**src/rtl/txf_pkg.sv**
```systemverilog
package txf_pkg;

  localparam int DATA_W = 8;

  typedef enum logic [2:0] {
    ST_IDLE,
    ST_START,
    ST_DATA,
    ST_PAR,
    ST_STOP
  } txState_e;

  // Strobes from the sequencer to the datapath, at most one high per cycle
  typedef struct packed {
    logic startFrame;
    logic nextData;
    logic sendPar;
    logic sendStop;
  } txStrobe_t;

  localparam logic [1:0] PM_PARITY = 2'b00;
  localparam logic [1:0] PM_FORCE  = 2'b01;
  localparam logic [1:0] PM_NONE   = 2'b10;
  localparam logic [1:0] PM_WAKE   = 2'b11;

endpackage

```
**src/rtl/txf_ctrl.sv**
```systemverilog
module txf_ctrl
  import txf_pkg::*;
#(
  parameter int OVS = 16
) (
  input  logic       clk,
  input  logic       rstN,
  input  logic       baudTick,
  input  logic       holdFull,
  input  logic       ctsGateEn,
  input  logic       ctsN,
  input  logic [1:0] dataLenSel,
  input  logic [1:0] parityMode,
  input  logic [1:0] stopSel,
  output txStrobe_t  strobe,
  output logic       busy
);

  localparam int CNT_W = $clog2(2 * OVS);
  localparam logic [CNT_W-1:0] BIT_LAST = CNT_W'(OVS - 1);

  function automatic logic [CNT_W-1:0] stopLast(input logic [1:0] sel);
    case (sel)
      2'b00:   return CNT_W'(OVS - 1);
      2'b01:   return CNT_W'(OVS + OVS / 2 - 1);
      2'b10:   return CNT_W'(2 * OVS - 1);
      default: return CNT_W'((OVS * 9) / 16 - 1);
    endcase
  endfunction

  txState_e         state, stateNext;
  logic [CNT_W-1:0] tickCnt, tickNext;
  logic [2:0]       bitCnt, bitNext;
  logic [1:0]       lenQ, lenNext;
  logic [1:0]       stopQ, stopNext;
  logic             parOnQ, parOnNext;
  logic             canStart;
  logic             doStart;

  assign canStart = holdFull && (!ctsGateEn || !ctsN);

  always_comb begin
    strobe    = '0;
    stateNext = state;
    tickNext  = tickCnt;
    bitNext   = bitCnt;
    lenNext   = lenQ;
    stopNext  = stopQ;
    parOnNext = parOnQ;
    doStart   = 1'b0;
    if (baudTick) begin
      if (state == ST_IDLE) begin
        doStart = canStart;
      end else if (tickCnt != '0) begin
        tickNext = tickCnt - 1'b1;
      end else begin
        case (state)
          ST_START: begin
            strobe.nextData = 1'b1;
            stateNext       = ST_DATA;
            tickNext        = BIT_LAST;
            bitNext         = 3'd4 + {1'b0, lenQ};
          end
          ST_DATA: begin
            if (bitCnt != 3'd0) begin
              strobe.nextData = 1'b1;
              bitNext         = bitCnt - 3'd1;
              tickNext        = BIT_LAST;
            end else if (parOnQ) begin
              strobe.sendPar = 1'b1;
              stateNext      = ST_PAR;
              tickNext       = BIT_LAST;
            end else begin
              strobe.sendStop = 1'b1;
              stateNext       = ST_STOP;
              tickNext        = stopLast(stopQ);
            end
          end
          ST_PAR: begin
            strobe.sendStop = 1'b1;
            stateNext       = ST_STOP;
            tickNext        = stopLast(stopQ);
          end
          ST_STOP: begin
            if (canStart) doStart = 1'b1;
            else          stateNext = ST_IDLE;
          end
          default: stateNext = ST_IDLE;
        endcase
      end
    end
    if (doStart) begin
      strobe.startFrame = 1'b1;
      stateNext         = ST_START;
      tickNext          = BIT_LAST;
      lenNext           = dataLenSel;
      stopNext          = stopSel;
      parOnNext         = (parityMode != PM_NONE);
    end
  end

  always_ff @(posedge clk or negedge rstN) begin
    if (!rstN) begin
      state   <= ST_IDLE;
      tickCnt <= '0;
      bitCnt  <= '0;
      lenQ    <= '0;
      stopQ   <= '0;
      parOnQ  <= 1'b0;
    end else begin
      state   <= stateNext;
      tickCnt <= tickNext;
      bitCnt  <= bitNext;
      lenQ    <= lenNext;
      stopQ   <= stopNext;
      parOnQ  <= parOnNext;
    end
  end

  assign busy = (state != ST_IDLE);

endmodule

```
**src/rtl/txf_datapath.sv**
```systemverilog
module txf_datapath
  import txf_pkg::*;
(
  input  logic              clk,
  input  logic              rstN,
  input  logic              loadStb,
  input  logic [DATA_W-1:0] loadData,
  input  logic              wakeAddr,
  input  logic [1:0]        dataLenSel,
  input  logic [1:0]        parityMode,
  input  logic              parityType,
  input  txStrobe_t         strobe,
  output logic              txd,
  output logic              holdFull
);

  logic [DATA_W-1:0] holdData;
  logic              holdAddr;
  logic [DATA_W-1:0] shiftReg;
  logic              parBit;
  logic              txdQ;
  logic [DATA_W-1:0] lenMask;
  logic              parCalc;

  // Bits beyond the selected length take no part in parity
  assign lenMask = {DATA_W{1'b1}} >> (2'd3 - dataLenSel);

  always_comb begin
    case (parityMode)
      PM_PARITY: parCalc = (^(holdData & lenMask)) ^ parityType;
      PM_FORCE:  parCalc = parityType;
      PM_WAKE:   parCalc = holdAddr ^ parityType;
      default:   parCalc = 1'b1;
    endcase
  end

  always_ff @(posedge clk or negedge rstN) begin
    if (!rstN) begin
      holdData <= '0;
      holdAddr <= 1'b0;
      holdFull <= 1'b0;
      shiftReg <= '0;
      parBit   <= 1'b1;
      txdQ     <= 1'b1;
    end else begin
      if (strobe.startFrame) begin
        holdFull <= 1'b0;
        shiftReg <= holdData;
        parBit   <= parCalc;
        txdQ     <= 1'b0;
      end else if (loadStb && !holdFull) begin
        holdFull <= 1'b1;
        holdData <= loadData;
        holdAddr <= wakeAddr;
      end
      if (strobe.nextData) begin
        txdQ     <= shiftReg[0];
        shiftReg <= shiftReg >> 1;
      end
      if (strobe.sendPar)  txdQ <= parBit;
      if (strobe.sendStop) txdQ <= 1'b1;
    end
  end

  assign txd = txdQ;

endmodule

```
**src/rtl/serial_tx_framer.sv**
```systemverilog
module serial_tx_framer
  import txf_pkg::*;
#(
  parameter int OVS = 16
) (
  input  logic       clk,
  input  logic       rstN,
  input  logic       baudTick,
  input  logic       loadStb,
  input  logic [7:0] loadData,
  input  logic       wakeAddr,
  input  logic       ctsGateEn,
  input  logic       ctsN,
  input  logic [1:0] dataLenSel,
  input  logic [1:0] parityMode,
  input  logic       parityType,
  input  logic [1:0] stopSel,
  output logic       txd,
  output logic       busy,
  output logic       ready
);

  txStrobe_t strobe;
  logic      holdFull;

  txf_ctrl #(.OVS(OVS)) u_ctrl (
    .clk        (clk),
    .rstN       (rstN),
    .baudTick   (baudTick),
    .holdFull   (holdFull),
    .ctsGateEn  (ctsGateEn),
    .ctsN       (ctsN),
    .dataLenSel (dataLenSel),
    .parityMode (parityMode),
    .stopSel    (stopSel),
    .strobe     (strobe),
    .busy       (busy)
  );

  txf_datapath u_dp (
    .clk        (clk),
    .rstN       (rstN),
    .loadStb    (loadStb),
    .loadData   (loadData),
    .wakeAddr   (wakeAddr),
    .dataLenSel (dataLenSel),
    .parityMode (parityMode),
    .parityType (parityType),
    .strobe     (strobe),
    .txd        (txd),
    .holdFull   (holdFull)
  );

  assign ready = !holdFull;

endmodule

```
**config.mk**
```make
export PLATFORM = sky130hd
export DESIGN_NAME = serial_tx_framer
export DESIGN_NICKNAME = d
export VERILOG_FILES = /design/src/rtl/txf_pkg.sv /design/src/rtl/txf_ctrl.sv /design/src/rtl/txf_datapath.sv /design/src/rtl/serial_tx_framer.sv
export SDC_FILE = /design/constraint.sdc
export NUM_CORES = 1
export LEC_CHECK = 0
export BUFFER_PORTS_ARGS = -buffer_cell sky130_fd_sc_hd__buf_2
export CAP_MARGIN = 20
export CORE_UTILIZATION = 50
export CTS_BUF_LIST = sky130_fd_sc_hd__clkbuf_8 sky130_fd_sc_hd__clkbuf_16
export DETAILED_ROUTE_END_ITERATION = 10
export GPL_TIMING_DRIVEN = 0
export PLACE_DENSITY_LB_ADDON = 0.08
export SYNTH_ARGS = -nofsm -noshare
export SYNTH_HDL_FRONTEND = slang
export SYNTH_HIERARCHICAL = 1
export SYNTH_SLANG_ARGS = --single-unit
```
**constraint.sdc**
```tcl
create_clock -name clk -period 3.47 [get_ports clk]
set_clock_uncertainty 0.2 [all_clocks]
set_input_delay 0.1735 -clock clk [delete_from_list [all_inputs] [get_ports clk]]
set_output_delay 0.1735 -clock clk [all_outputs]
set_load 0.03 [all_outputs]
```
* Word-level counts from Yosys, hierarchy flattened
Index checks and enable logic that the tools add are counted. W data, S select, Z words.
Storage, ports and cells: bits in registers 36, input bits 22, output and inout port bits 3
Operators by class: $add $sub $neg 4, eq/ne operators 14, shifts and indexed selects 1, multiplexer cells 43, bitwise operators 6, reductions and logical operators 23
Operators by type and width (count):
- $mux W3 | 11
- $mux W5 | 6
- $pmux W5 S3 | 2
- $mux W1 | 16
- $mux W8 | 2
- $pmux W3 S4 | 1
- $reduce_and A5 Y1 | 2
- $reduce_bool A5 Y1 | 2
- $and A8 B8 Y8 | 1
- $reduce_bool A2 Y1 | 4
- $reduce_xor A8 Y1 | 1
- $shr A8 B2 Y8 const A | 1
- $eq A3 B2 Y1 const B | 2
- $ne A2 B1 Y1 const B | 3
- $pmux W3 S2 | 1
- $reduce_bool A3 Y1 | 2
- $sub A5 B1 Y5 const B | 1
- $eq A2 B1 Y1 const B | 2
- $eq A2 B2 Y1 const B | 2
- $logic_not A2 Y1 | 2
- $pmux W1 S2 | 2
- $reduce_bool A4 Y1 | 1
- $add A3 B2 Y3 const A | 1
- $eq A3 B1 Y1 const B | 1
- other kinds (16) | 22

* Longest topological paths before layout
depth in word-level cells 13, mapped depth 11, depth with buffers taken out 10

* By module
The synthesis kept the hierarchy.
Modules (own cells, without submodules):
- txf_ctrl | instances 1, cells an instance 112, area each 1059.8 sq um, sequential area each 400.4 sq um
- txf_datapath | instances 1, cells an instance 86, area each 996.0 sq um, sequential area each 503.0 sq um
- serial_tx_framer | instances 1, cells an instance 1, area each 3.8 sq um, sequential area each 0.0 sq um

* Worst setup path after synthesis
Ideal clock, no wire load.
kind reg2reg, start register u_ctrl.tickCnt[0], end register u_dp.holdData[0], setup time 125 ps, arrival time 2366 ps, setup slack 780 ps, stages on the path, launching flop included 11, path through dfrtp_1 -> inv_1 -> ha_1 -> nor4b_4 -> buf_2 -> o2111ai_2 -> inv_1 -> buf_4 -> nor3b_1 -> clkbuf_1 -> mux2_2
RTL lines:
- start, declared | line txf_ctrl.sv:32 | logic [CNT_W-1:0] tickCnt, tickNext;
- start signal, assigned | line txf_ctrl.sv:112 | tickCnt <= tickNext;
- end signal, assigned | line txf_datapath.sv:53 | holdData <= loadData;
- end, declared | line txf_datapath.sv:17 | logic [DATA_W-1:0] holdData;

==> impl_metrics.ini <==
[worst_setup_path]
crit_required_ps = 3430
setup.worst_path.start = u_ctrl/tickCnt[0]$_DFFE_PN0P_
start_kind = flop
cp.arrival_ps = 3090
crit_chain = inv_1 -> ha_1 -> nor4b_4 -> buf_2 -> o2111ai_2 -> inv_1 -> buf_4 -> nor3b_1 -> clkbuf_1 -> mux2_2
path_class = reg2reg
r2r_start = u_ctrl/tickCnt[0]$_DFFE_PN0P_
cp_common_cell = inv_1
critPathCaptureType = flop
cpMaxStageDelayCell = clkbuf_1
rr_endpoint = u_dp/holdData[5]$_DFFE_PN0P_
cp_max_fo = 10
reg2reg_depth = 10
rrSetupSlack_ps = 340
slowest_delay_ps = 460

[yosys]
synth_edf_count = 0
syn_inst = 199
syn_nets = 230
synth_top_cell_area_share = 0.413
ys_seq_area_frac = 0.439
yosysTopAreaCell = dfrtp_1
synth-seq-cells = 36
synthArstFlopShare = 1.00
synth_area_sq_um = 2060
synth_warnings = 6
synthTopCellsByArea = dfrtp_1 41%, mux2_2 6.6%, ha_1 5.5%
yosys_most_used_dff = dfrtp_1
synth_cell_types = 55
synth.avg_cell_area_sq_um = 10.3

[routing]
routed_via_density = 5.54
drc = 0
routedWlPerCell_um = 14.2
vias = 1633
ant_nets = 0
wl_um = 4180
drt-initial-drc-count = 96
dr.pass1.iters = 4

[power_and_ir_drop]
irDropWorstVdd_uv = 267
powerDensity_nw_per_um2 = 484
power_leakage_nw = 1.16

[final_layout]
multiInputGateArea_sq_um = 1060
final-seq-area_sq_um = 903
fillers = 315
syn_to_final_growth_pct = 20.9
layout-drive-gt1-share = 0.219
antenna_cells = 0
nNetsFinal = 277
layoutNonFillerInstCount = 295
final_core_util = 0.655

[job]
cap_violations = 0

[worst_hold_path]
min_to = u_ctrl/parOnQ$_DFFE_PN0P_
whs_path_depth = 3
holdCritStartpoint = parityMode[0]
hold_path_class = in2reg

[timing]
fin_setup_tns_ps = 0
hold_viol = 0
fin_crit_ps = 3130
rsz0062_at_grt = no
timing.slew.headroom = 0.458
fin_crit_sh = 0.903
fmax_ghz = 0.319
slew_viol_final = 0
finalSetupViolCount = 0
tightest_slew_ps = 812

[placed_design]
port_buffers = 24
dp.cells = 271
hpwl_um = 3090
globalplace.congestion = 0.782

[clocking]
clock-root-buffer = clkbuf_8
holdBufCountCts = 16
clockBufferDepth = 2
clk_pin_slew_ps = 70
cts_made_buffers = 5
cts_resized = 0
cts.sinks = 36
cts_setup_buffers = 0
cts_tree = yes
h-tree-depth = 2
clock_latency_ps = 280

[global_routing]
track_usage = 0.221
grt_max_degree = 37
grt_pass1_vias = 1670
antenna_found_initial = 0
grt_pass1_wl_um = 7310
grt_overflow = 0

[floorplan]
row_count = 22
die_w_um = 66.2
initial_core_util = 0.542
coreArea_sq_um = 3800
die_area_sq_um = 4380
die_height_um = 66.2
io_pins = 25

[run_status]
status = finished clean
==> worst max-delay path, delay by kind of cell, from the launching register on <==
kind / cells / cell delay [ps]
multiplexers: 1 / 400
flip-flops: 1 / 380
buffers and inverters: 5 / 1030
AO/OA/AOI/OAI: 1 / 430
adder cells (fa/ha/maj): 1 / 250
AND/OR/NAND/NOR: 2 / 320
==> cell families (layout without fill, tap and decap cells) <==
kind of cell	Yosys count	in the layout	share of synthesized area
DFF	36	36	0.439
AOI/OAI and AO/OA	45	45	0.156
xor gates and xnor gates	3	3	0.0261
and+or+nand+nor	62	62	0.169
buffers and inverters	23	71	0.0462
muxes	21	21	0.110
adders and majority gates	9	9	0.0547
==> cells in the mapped netlist, types with 3 or more instances <==
cell       n
dfrtp_1   34
nand2_1   20
inv_1     14
o21ai_0   13
mux2_2    12
nor2_1    11
ha_1       9
mux2i_1    8
a211o_1    5
nor3b_1    5
a21oi_1    4
buf_2      3
clkbuf_1   3
nor2b_1    3
o22a_1     3
==> where the power goes <==
| group | switching [W] | internal, W | total (W) |
|---|---|---|---|
| logic | 0.000178 | 0.000179 | 0.000357 |
| clock network | 0.000138 | 0.000156 | 0.000294 |
| registers | 0.0000614 | 0.000494 | 0.000555 |
| total | 0.000376 | 0.000829 | 0.00121 |
==> area by class of cell <==
cell class	count	area share
Multi-Input combinational cell	140	0.426
Sequential cell	36	0.363
Timing Repair Buffer	40	0.113
Clock buffer	6	0.0332
Tap cell	48	0.0241
Inverter	14	0.0211
Buffer	9	0.0171
Clock inverter	2	0.00302
==> placed cells by master (no fill, tap or decap), types with 3 or more instances in the layout <==
cell | netlist | layout
dfrtp_1 | 34 | 34
buf_2 | 3 | 27
nand2_1 | 20 | 20
inv_1 | 14 | 16
dlygate4sd3_1 | 0 | 16
o21ai_0 | 13 | 13
mux2_2 | 12 | 12
nor2_1 | 11 | 11
ha_1 | 9 | 9
mux2i_1 | 8 | 8
clkbuf_8 | 0 | 6
nor3b_1 | 5 | 5
a211o_1 | 5 | 5
a21oi_1 | 4 | 4
clkbuf_1 | 3 | 3
nor2b_1 | 3 | 3
o22a_1 | 3 | 3
==> worst max path at each step <==
stage / depth (start not counted) / to
final: 10 / u_dp/holdData[5]$_DFFE_PN0P_
after CTS: 10 / u_dp/holdData[5]$_DFFE_PN0P_
after floorplan: 10 / u_dp/holdData[0]$_DFFE_PN0P_
after global routing: 10 / u_dp/parBit$_DFFE_PN1P_
after global placement: 10 / u_dp/holdData[4]$_DFFE_PN0P_
after detailed placement: 10 / u_dp/holdData[5]$_DFFE_PN0P_
==> layer usage <==
metal / vias up / global-route usage / routed length, um
li1: 804 / - / -
met1: 794 / 0.252 / 1800
met2: 33 / 0.415 / 2230
met3: 2 / 0.0466 / 131
met4: 0 / 0.0559 / 17
met5: - / 0 / 0
==> registers in the layout (all words and copies together) (netlist names) <==
register and cells:
u_ctrl/stopQ 2, u_ctrl/state 3, u_ctrl/lenQ 2, u_dp/holdAddr 1, u_dp/txd 1, u_dp/holdData 8
u_dp/shiftReg 8, u_ctrl/tickCnt 5, u_dp/holdFull 1, u_ctrl/parOnQ 1, u_dp/parBit 1, u_ctrl/bitCnt 3
==> through the flow <==
stage	worst slack (ps)	instance area (sq um)	power [W]	hold slack, ps
after floorplan	780	2060	0.000813	-322
after global placement	424	2240	0.000889	100
after detailed placement	315	2240	0.000907	121
after CTS	300	2490	0.00122	16.6
after global routing	111	2490	0.00128	38.5
final	337	2490	0.00121	29.4
Note: power is estimated with default switching activity, not from simulation.
